<file path="config.mk">
export PLATFORM = sky130hd
export DESIGN_NAME = twowire_reg_rx
export DESIGN_NICKNAME = d
export VERILOG_FILES = /design/src/rtl/srx_pkg.sv /design/src/rtl/srx_link_sync.sv /design/src/rtl/srx_deframer.sv /design/src/rtl/srx_reg_bank.sv /design/src/rtl/twowire_reg_rx.sv
export SDC_FILE = /design/constraint.sdc
export NUM_CORES = 1
export LEC_CHECK = 0
export ABC_AREA = 1
export CAP_MARGIN = 40
export CORE_MARGIN = 2
export CORE_UTILIZATION = 23
export DETAILED_ROUTE_END_ITERATION = 10
export DONT_BUFFER_PORTS = 1
export PLACE_DENSITY_LB_ADDON = 0.08
export SYNTH_ARGS = -nofsm -noshare
export SYNTH_HDL_FRONTEND = slang
export SYNTH_SLANG_ARGS = --single-unit
</file>
<file path="constraint.sdc">
create_clock -name clk -period 2.1 [get_ports clk]
set_input_delay 0.42 -clock clk [delete_from_list [all_inputs] [get_ports clk]]
set_output_delay 0.42 -clock clk [all_outputs]
set_load 0.02 [all_outputs]
</file>
<file path="src/rtl/srx_pkg.sv">
package srx_pkg;

  typedef enum logic [1:0] {
    FLD_ADDR = 2'd0,
    FLD_SUB  = 2'd1,
    FLD_DATA = 2'd2
  } fld_e;

  localparam int BYTE_W = 8;

  // Reset value of bank byte idx: groups 0 (setpoints) and 3 (gains) mid-scale.
  function automatic logic [BYTE_W-1:0] reg_reset_val(input int idx, input int nch);
    int grp;
    grp = idx / nch;
    return (grp == 0 || grp == 3) ? 8'h80 : 8'h00;
  endfunction

endpackage

</file>
<file path="src/rtl/srx_link_sync.sv">
module srx_link_sync #(
  parameter int STAGES = 2
) (
  input  logic clk,
  input  logic rst,
  input  logic link_clk,
  input  logic link_dat,
  output logic bit_stb,
  output logic bit_val
);

  logic [STAGES-1:0] clk_ff;
  logic [STAGES-1:0] dat_ff;
  logic              clk_prev;

  always_ff @(posedge clk) begin
    if (rst) begin
      clk_ff   <= '0;
      dat_ff   <= '0;
      clk_prev <= 1'b0;
    end else begin
      clk_ff   <= {clk_ff[STAGES-2:0], link_clk};
      dat_ff   <= {dat_ff[STAGES-2:0], link_dat};
      clk_prev <= clk_ff[STAGES-1];
    end
  end

  assign bit_stb = clk_ff[STAGES-1] & ~clk_prev;
  assign bit_val = dat_ff[STAGES-1];

endmodule

</file>
<file path="src/rtl/srx_deframer.sv">
module srx_deframer
  import srx_pkg::*;
#(
  parameter int SUB_W = 6
) (
  input  logic              clk,
  input  logic              rst,
  input  logic              bit_stb,
  input  logic              bit_val,
  input  logic [BYTE_W-1:0] dev_addr,
  output logic              wr_valid,
  output logic [BYTE_W-1:0] wr_addr,
  output logic [BYTE_W-1:0] wr_data,
  output logic              frame_done
);

  localparam int CNT_W = $clog2(BYTE_W + 1);
  localparam int PAD_W = BYTE_W - SUB_W;

  fld_e              fld_q;
  logic [CNT_W-1:0]  cnt_q;
  logic [BYTE_W-1:0] sh_q;
  logic [BYTE_W-1:0] sh_n;
  logic [BYTE_W-1:0] addr_q;
  logic [BYTE_W-1:0] sub_q;

  assign sh_n = {bit_val, sh_q[BYTE_W-1:1]};

  always_ff @(posedge clk) begin
    if (rst) begin
      fld_q      <= FLD_ADDR;
      cnt_q      <= CNT_W'(BYTE_W);
      sh_q       <= '0;
      addr_q     <= '0;
      sub_q      <= '0;
      wr_valid   <= 1'b0;
      wr_addr    <= '0;
      wr_data    <= '0;
      frame_done <= 1'b0;
    end else begin
      wr_valid   <= 1'b0;
      frame_done <= 1'b0;
      if (bit_stb) begin
        sh_q <= sh_n;
        if (cnt_q == CNT_W'(1)) begin
          unique case (fld_q)
            FLD_ADDR: begin
              addr_q <= sh_n;
              fld_q  <= FLD_SUB;
              cnt_q  <= CNT_W'(SUB_W);
            end
            FLD_SUB: begin
              sub_q <= sh_n >> PAD_W;
              fld_q <= FLD_DATA;
              cnt_q <= CNT_W'(BYTE_W);
            end
            default: begin
              fld_q      <= FLD_ADDR;
              cnt_q      <= CNT_W'(BYTE_W);
              frame_done <= 1'b1;
              if (addr_q == dev_addr) begin
                wr_valid <= 1'b1;
                wr_addr  <= sub_q;
                wr_data  <= sh_n;
              end
            end
          endcase
        end else begin
          cnt_q <= cnt_q - CNT_W'(1);
        end
      end
    end
  end

endmodule

</file>
<file path="src/rtl/srx_reg_bank.sv">
module srx_reg_bank
  import srx_pkg::*;
#(
  parameter int NUM_CH   = 8,
  parameter int NUM_REGS = 4 * NUM_CH
) (
  input  logic                       clk,
  input  logic                       rst,
  input  logic                       wr_valid,
  input  logic [BYTE_W-1:0]          wr_addr,
  input  logic [BYTE_W-1:0]          wr_data,
  output logic [NUM_REGS*BYTE_W-1:0] reg_file
);

  for (genvar i = 0; i < NUM_REGS; i++) begin : g_reg
    logic [BYTE_W-1:0] val_q;
    always_ff @(posedge clk) begin
      if (rst)
        val_q <= reg_reset_val(i, NUM_CH);
      else if (wr_valid && wr_addr == BYTE_W'(i))
        val_q <= wr_data;
    end
    assign reg_file[BYTE_W*i +: BYTE_W] = val_q;
  end

endmodule

</file>
<file path="src/rtl/twowire_reg_rx.sv">
module twowire_reg_rx
  import srx_pkg::*;
#(
  parameter int NUM_CH      = 8,
  parameter int SUB_W       = 6,
  parameter int SYNC_STAGES = 2,
  localparam int NUM_REGS   = 4 * NUM_CH
) (
  input  logic                       clk,
  input  logic                       rst,
  input  logic                       link_clk,
  input  logic                       link_dat,
  input  logic [7:0]                 dev_addr,
  output logic                       wr_valid,
  output logic [7:0]                 wr_addr,
  output logic [7:0]                 wr_data,
  output logic                       frame_done,
  output logic [NUM_REGS*8-1:0]      reg_file
);

  logic bit_stb;
  logic bit_val;

  srx_link_sync #(.STAGES(SYNC_STAGES)) u_sync (
    .clk      (clk),
    .rst      (rst),
    .link_clk (link_clk),
    .link_dat (link_dat),
    .bit_stb  (bit_stb),
    .bit_val  (bit_val)
  );

  srx_deframer #(.SUB_W(SUB_W)) u_defr (
    .clk        (clk),
    .rst        (rst),
    .bit_stb    (bit_stb),
    .bit_val    (bit_val),
    .dev_addr   (dev_addr),
    .wr_valid   (wr_valid),
    .wr_addr    (wr_addr),
    .wr_data    (wr_data),
    .frame_done (frame_done)
  );

  srx_reg_bank #(.NUM_CH(NUM_CH), .NUM_REGS(NUM_REGS)) u_bank (
    .clk      (clk),
    .rst      (rst),
    .wr_valid (wr_valid),
    .wr_addr  (wr_addr),
    .wr_data  (wr_data),
    .reg_file (reg_file)
  );

endmodule

</file>
==> results.cfg, run 1 <==
[status]
status = complete, no violations

[power]
p_leak_nw = 4.94
p_per_area_mw_per_mm2 = 988
peakVddDrop_mv = 0.504

[critical_path]
crit_path_start_kind = flip-flop
path_cells = inv_1 -> nor2_1 -> nand2_1 -> nor2_2 -> o21ai_0 -> a21oi_1
path_buf_inv = 1
cp-end-kind = flip-flop
cp.arrival_ns = 2.23
critPathKind = reg -> reg
critical_path.max_fanout = 15
crit_required_ns = 2.58
cp_top_family = simple AND/OR/NAND/NOR gates
ff2ff_setup_slack_ns = 0.35
critPathSlowestCell = nor2_2
slowest_delay_ns = 0.45

[global_route]
grt.overflow.total = 0
grt_pass1_wl_um = 57300
grt_antenna_before_repair = 1
grt_pass1_vias = 8266
grt_use_total_pct = 16.1
grt_max_degree = 85

[finish]
area_growth_syn_to_layout_pct = 18.3
drive_above_1_share_pct = 11.2
fin_nets = 1233
final_common_cell = dfxtp_1
diodes = 0
design_area_mm2 = 0.0126
final_cell_mix = dfxtp_1 (304), o21ai_0 (258), a21oi_1 (258)
final_core_util_pct = 27.7

[drt]
routed_wl_um = 39400
drt_iter0_markers = 457
first_pass_iters = 4
drc = 0
via_count = 8305
wl_per_cell_um = 21.3
ant_nets = 0
viasPerCell = 4.50

[die]
dieHeight_um = 219
start_util_pct = 23.4
core.rowCount = 78
die-area_mm2 = 0.0481
core_area_mm2 = 0.0456
die_w_um = 219
ios = 286

[yosys]
async_flop_share_pct = 0
avgSynthCellArea_um2 = 8.64
postSynthCellCount = 1235
syn-cell-area_mm2 = 0.0107
ys_seq_elements = 304
synth_cell_type_count = 28
synth_edf_count = 0
ys.flop_type = dfxtp_1
ys_warn_count = 0
yosysSeqAreaShare_pct = 57.1

[sta]
worst_pin_slew_ns = 0.749
post-route-period-util_pct = 83.2
setup_viol = 0
grt_setup_unrepaired = no
slew_viol_final = 0
fin_crit_ns = 1.75
fmax_ghz = 0.573
setup-tns-final_ns = 0
hold_viol_final = 0
finalClockSkew_ns = 0.0163
slew_headroom_pct = 49.9

[placement]
port_buffers = 0
place_area_mm2 = 0.0114
place_congestion = 0.727
place.detailed.hpwl_um = 25600

[clock_tree]
clock_path_buffers = 3
clk_latency_ns = 0.55
cts_htree_levels = 2
cts_buffers = 37
path_clk_slew_ns = 0.06
cts_resized = 0
cts-root-buf = clkbuf_16
cts_tree = yes
clock-sinks = 304

[job]
cap_violations = 0

[worst_hold_path]
hold_class = in -> reg
[stage by stage]
| stage | power [mW] | instances | hold WS [ns] | setup WS, ns |
|---|---|---|---|---|
| finish | 12.5 | 1846 | 0.131 | 0.354 |
| global route | 13.0 | 1846 | 0.122 | 0.0199 |
| CTS | 12.7 | 1846 | 0.0971 | 0.317 |
| detailed placement | 6.11 | 1777 | 0.400 | 0.315 |
| global placement | 6.12 | 1777 | 0.396 | 0.293 |
| floorplan | 6.05 | 1236 | 0.388 | 0.612 |
[cells in the mapped netlist (3+ instances only)]
cell      number  area (um^2)
a211oi_1       7         52.6
a21oi_1      258         1290
buf_1          3         11.3
buf_2         18         90.1
buf_4         25          188
clkbuf_1      53          199
clkinv_1       3         11.3
dfxtp_1      304         6090
inv_1         81          304
inv_2          9         33.8
nand2_1       97          364
nand3_1        8         40.0
nand4_1       14         87.6
nor2_1        45          169
nor2_2        10         62.6
nor2_4        11          124
o211ai_1      15          113
o21ai_0      258         1290
xnor2_1        3         26.3
[timing repair]
item / 4_1_cts / 5_1_grt
hold buffers: 3 / 0
endpoints found under the hold margin: 17 / 0
setup buffers: 0 / 0
[final cells by class]
| cell class | count | area, um^2 |
|---|---|---|
| clock buffers | 60 | 1160 |
| well taps | 600 | 751 |
| repair buffers | 44 | 463 |
| inverters | 93 | 354 |
| flip-flops and latches | 304 | 6090 |
| fillers | 4831 | 33000 |
| multi-input cells | 739 | 3740 |
| clock inverters | 6 | 58.8 |
[power by group]
part           internal [mW]  switching (mW)  total, mW
clock network           3.91            2.56       6.46
logic                 0.0614           0.136      0.198
registers               5.78          0.0122       5.80
[sequential cells by signal, indices dropped and copies added, names as in the netlist]
register	flops
u_bank.g.val_q	256
u_defr.sub_q	6
u_defr.fld_q	2
u_defr.wr_addr	6
u_defr.sh_q	7
u_defr.wr_data	8
u_defr.wr_valid	1
u_defr.addr_q	8
u_defr.frame_done	1
u_sync.dat_ff	2
u_sync.clk_prev	1
u_defr.cnt_q	4
u_sync.clk_ff	2
[layer usage]
metal	GRT usage, %	wire, um	vias up
met5	0	0	-
met4	5.02	787	0
met3	6.31	3740	45
met2	24.4	17400	220
met1	20.8	17400	3860
li1	-	-	4180
[logic make-up after synthesis]
family / share of synthesized area [%]
AOI/OAI and AO/OA: 25.9
xor gates and xnor gates: 0.329
adders and majority gates: 0.235
buffers and inverters: 7.95
DFF: 57.1
other: 0.0352
and+or+nand+nor: 8.54
[final timing paths]
kind / to / from / cells after the start
max: u_bank.g_reg[5].val_q[2] / u_defr.wr_addr[0] / 6
min: u_bank.g_reg[5].val_q[7] / rst / 2
max reg2reg: u_bank.g_reg[5].val_q[2] / u_defr.wr_addr[0] / 6
min reg2reg: u_sync.clk_ff[1] / u_sync.clk_ff[0] / 2
Power figures use the tool's default switching activity.
==> run 2, diff against run 1 <==
==> constraint.sdc (replaced) <==
create_clock -name clk -period 1.6 [get_ports clk]
set_input_delay 0.32 -clock clk [delete_from_list [all_inputs] [get_ports clk]]
set_output_delay 0.32 -clock clk [all_outputs]
set_load 0.02 [all_outputs]
==> run 2 against run 1 <==
Effect of this change: global-route usage barely moved; total power is 33% higher; critical endpoint is now u_defr.wr_data[4]; largest power group unchanged; maximum frequency is 17% higher; sequential share of layout area shrank 3.6 points; final area rose by 8.2%; clock-buffer cell count is 1 higher; highest routed layer unchanged; utilization grew 2.3 points; die area unchanged; clock power increased by 35%.
==> results.cfg, run 2 (synthesized netlist as in run 1, its figures left out) <==
[status]
status = complete, no violations

[critical_path]
slowest_delay_ns = 0.32
crit_path_start_kind = flip-flop
critical_path.max_fanout = 7
cp.arrival_ns = 1.93
critPathSlowestCell = dfxtp_2
path_cells = inv_2 -> ha_4 -> nand2_4 -> nor2_4 -> nand2_2 -> nor2_4 -> buf_6 -> clkbuf_16 -> nand4_1 -> nand2_1 -> nor2_2
crit_required_ns = 2.04
cp-end-kind = flip-flop
critPathKind = reg -> reg
crit_top_cell = nor2_4

[die]
dieHeight_um = 219
start_util_pct = 23.4
core_area_mm2 = 0.0456
die-area_mm2 = 0.0481
ios = 286
die_w_um = 219
core.rowCount = 78

[placement]
place.detailed.hpwl_um = 25800
place_area_mm2 = 0.0120
dpl.cell_count = 1819
place_congestion = 0.727
port_buffers = 0

[sta]
finalClockSkew_ns = 0.0114
setup_viol = 0
slew_headroom_pct = 50.7
grt_setup_unrepaired = yes
fin_crit_ns = 1.49
slew_viol_final = 0
hold_viol_final = 0
fmax_ghz = 0.672
worst_pin_slew_ns = 0.740
post-route-period-util_pct = 93.0

[job]
cap_violations = 0

[finish]
multi_input_area_mm2 = 0.00387
final_cell_mix = dfxtp_1 (298), a21oi_1 (258), o21ai_0 (251)
design_area_mm2 = 0.0136
reg.largest.list = u_bank.g.val_q (256), u_defr.addr_q (8), u_defr.wr_data (8)
diodes = 0
drive_above_1_share_pct = 18.0
fill_cells = 4780
final_cells = 1902
fin_nets = 1289
regArea_mm2 = 0.00609
largest_register_ffs = 256
final_core_util_pct = 29.9
final_common_cell = dfxtp_1
area_growth_syn_to_layout_pct = 28.0
regMostFlops = u_bank.g.val_q

[clock_tree]
clock-sinks = 304
clk_latency_ns = 0.54
path_clk_slew_ns = 0.06
cts_htree_levels = 2
clock_path_buffers = 3
cts_buffers = 38
cts_tree = yes
cts-root-buf = clkbuf_16

[global_route]
met3_usage_pct = 6.63
use_met1_pct = 20.5
grt_max_degree = 85
grt_antenna_before_repair = 0
busiest_layer = met2
grt.overflow.total = 0
met2_usage_pct = 25.2
grt_pass1_wl_um = 57100
grt_pass1_vias = 8185
grt_use_total_pct = 16.1

[power]
p_leak_nw = 5.38
netSwitchingPower_mw = 3.59
p_clk_share_pct = 52.5
sw_frac_of_total_pct = 21.7
pwr-share-comb_pct = 1.6
pwr-share-seq_pct = 45.9
p_per_area_mw_per_mm2 = 1210
peakVddDrop_mv = 0.765
p_int_mw = 13.0

[drt]
via_count = 8597
routed_wl_um = 39700
drc = 0
first_pass_iters = 4
ant_nets = 0
drt_iter0_markers = 459
wl_per_cell_um = 20.8
viasPerCell = 4.52

[worst_hold_path]
hold_class = in -> reg
-- run 2: through the flow --
step                      setup slack, ns  setup TNS (ns)  power [mW]  hold slack, ns
after floorplan                     0.112               0        7.94           0.388
after CTS                         0.00645               0        16.9           0.248
after global placement            -0.0151         -0.0151        8.02           0.395
after global routing             -0.00961        -0.00961        17.3           0.277
after detailed placement         -0.00703        -0.00964        8.02           0.396
final                               0.111               0        16.6           0.245
-- run 2: worst max-delay path: cells and delay by family, from the launching register on --
family        cells  cell delay (ns)
buf+inv           3             0.35
fa+ha+maj         1             0.14
flops             1             0.32
simple gates      7             0.57
-- run 2: what timing repair did --
item	in CTS	in global routing
endpoints found under the setup margin	8	267
buffers inserted	1	7
cloned	0	3
hold endpoints to repair	25	0
hold buffers	5	0
resized for setup	3	71
pin swaps	1	8
-- run 2: per-layer routing --
layer | routed length (um) | part of all wire (%) | vias up
li1 | - | - | 4298
met1 | 17400 | 44 | 4000
met2 | 18000 | 45 | 257
met3 | 3640 | 9.2 | 42
met4 | 554 | 1.4 | 0
met5 | 0 | 0 | -
-- run 2: path summary, 6_finish.rpt --
kind	endpoint	depth (start not counted)	startpoint	slack [ns]
worst min register to register	u_defr.sub_q[5]	2	u_defr.sub_q[5]	0.45
worst min-delay path	u_defr.wr_data[0]	7	dev_addr[4]	0.25
worst max-delay path	u_defr.wr_data[4]	11	u_defr.cnt_q[1]	0.11
worst max register to register	u_defr.wr_data[4]	11	u_defr.cnt_q[1]	0.11
-- run 2: final cells by class --
class,count,share of cell area [%]
Sequential cell,304,44.6
Tap cell,600,5.50
Clock buffer,61,8.80
Clock inverter,6,0.486
Timing Repair Buffer,98,9.30
Timing Repair inverter,1,0.0550
Inverter,93,2.84
Multi-Input combinational cell,739,28.4
-- run 2: power groups by stage --
stage | registers [mW] | logic, mW | clock network (mW)
global route | 7.61 | 0.305 | 9.34
finish | 7.61 | 0.266 | 8.69
CTS | 7.60 | 0.264 | 9.04
global placement | 7.77 | 0.249 | 0
floorplan | 7.77 | 0.177 | 0
detailed placement | 7.77 | 0.247 | 0
==> run 3, diff against run 2 <==
--- a/config.mk
+++ b/config.mk
@@ -6,7 +6,6 @@
 export NUM_CORES = 1
 export LEC_CHECK = 0
 export ABC_AREA = 1
-export CAP_MARGIN = 40
 export CORE_MARGIN = 2
 export CORE_UTILIZATION = 23
 export DETAILED_ROUTE_END_ITERATION = 10
==> results of run 3 <==
No change in the layout: final DEF, timing and power equal those of run 2.
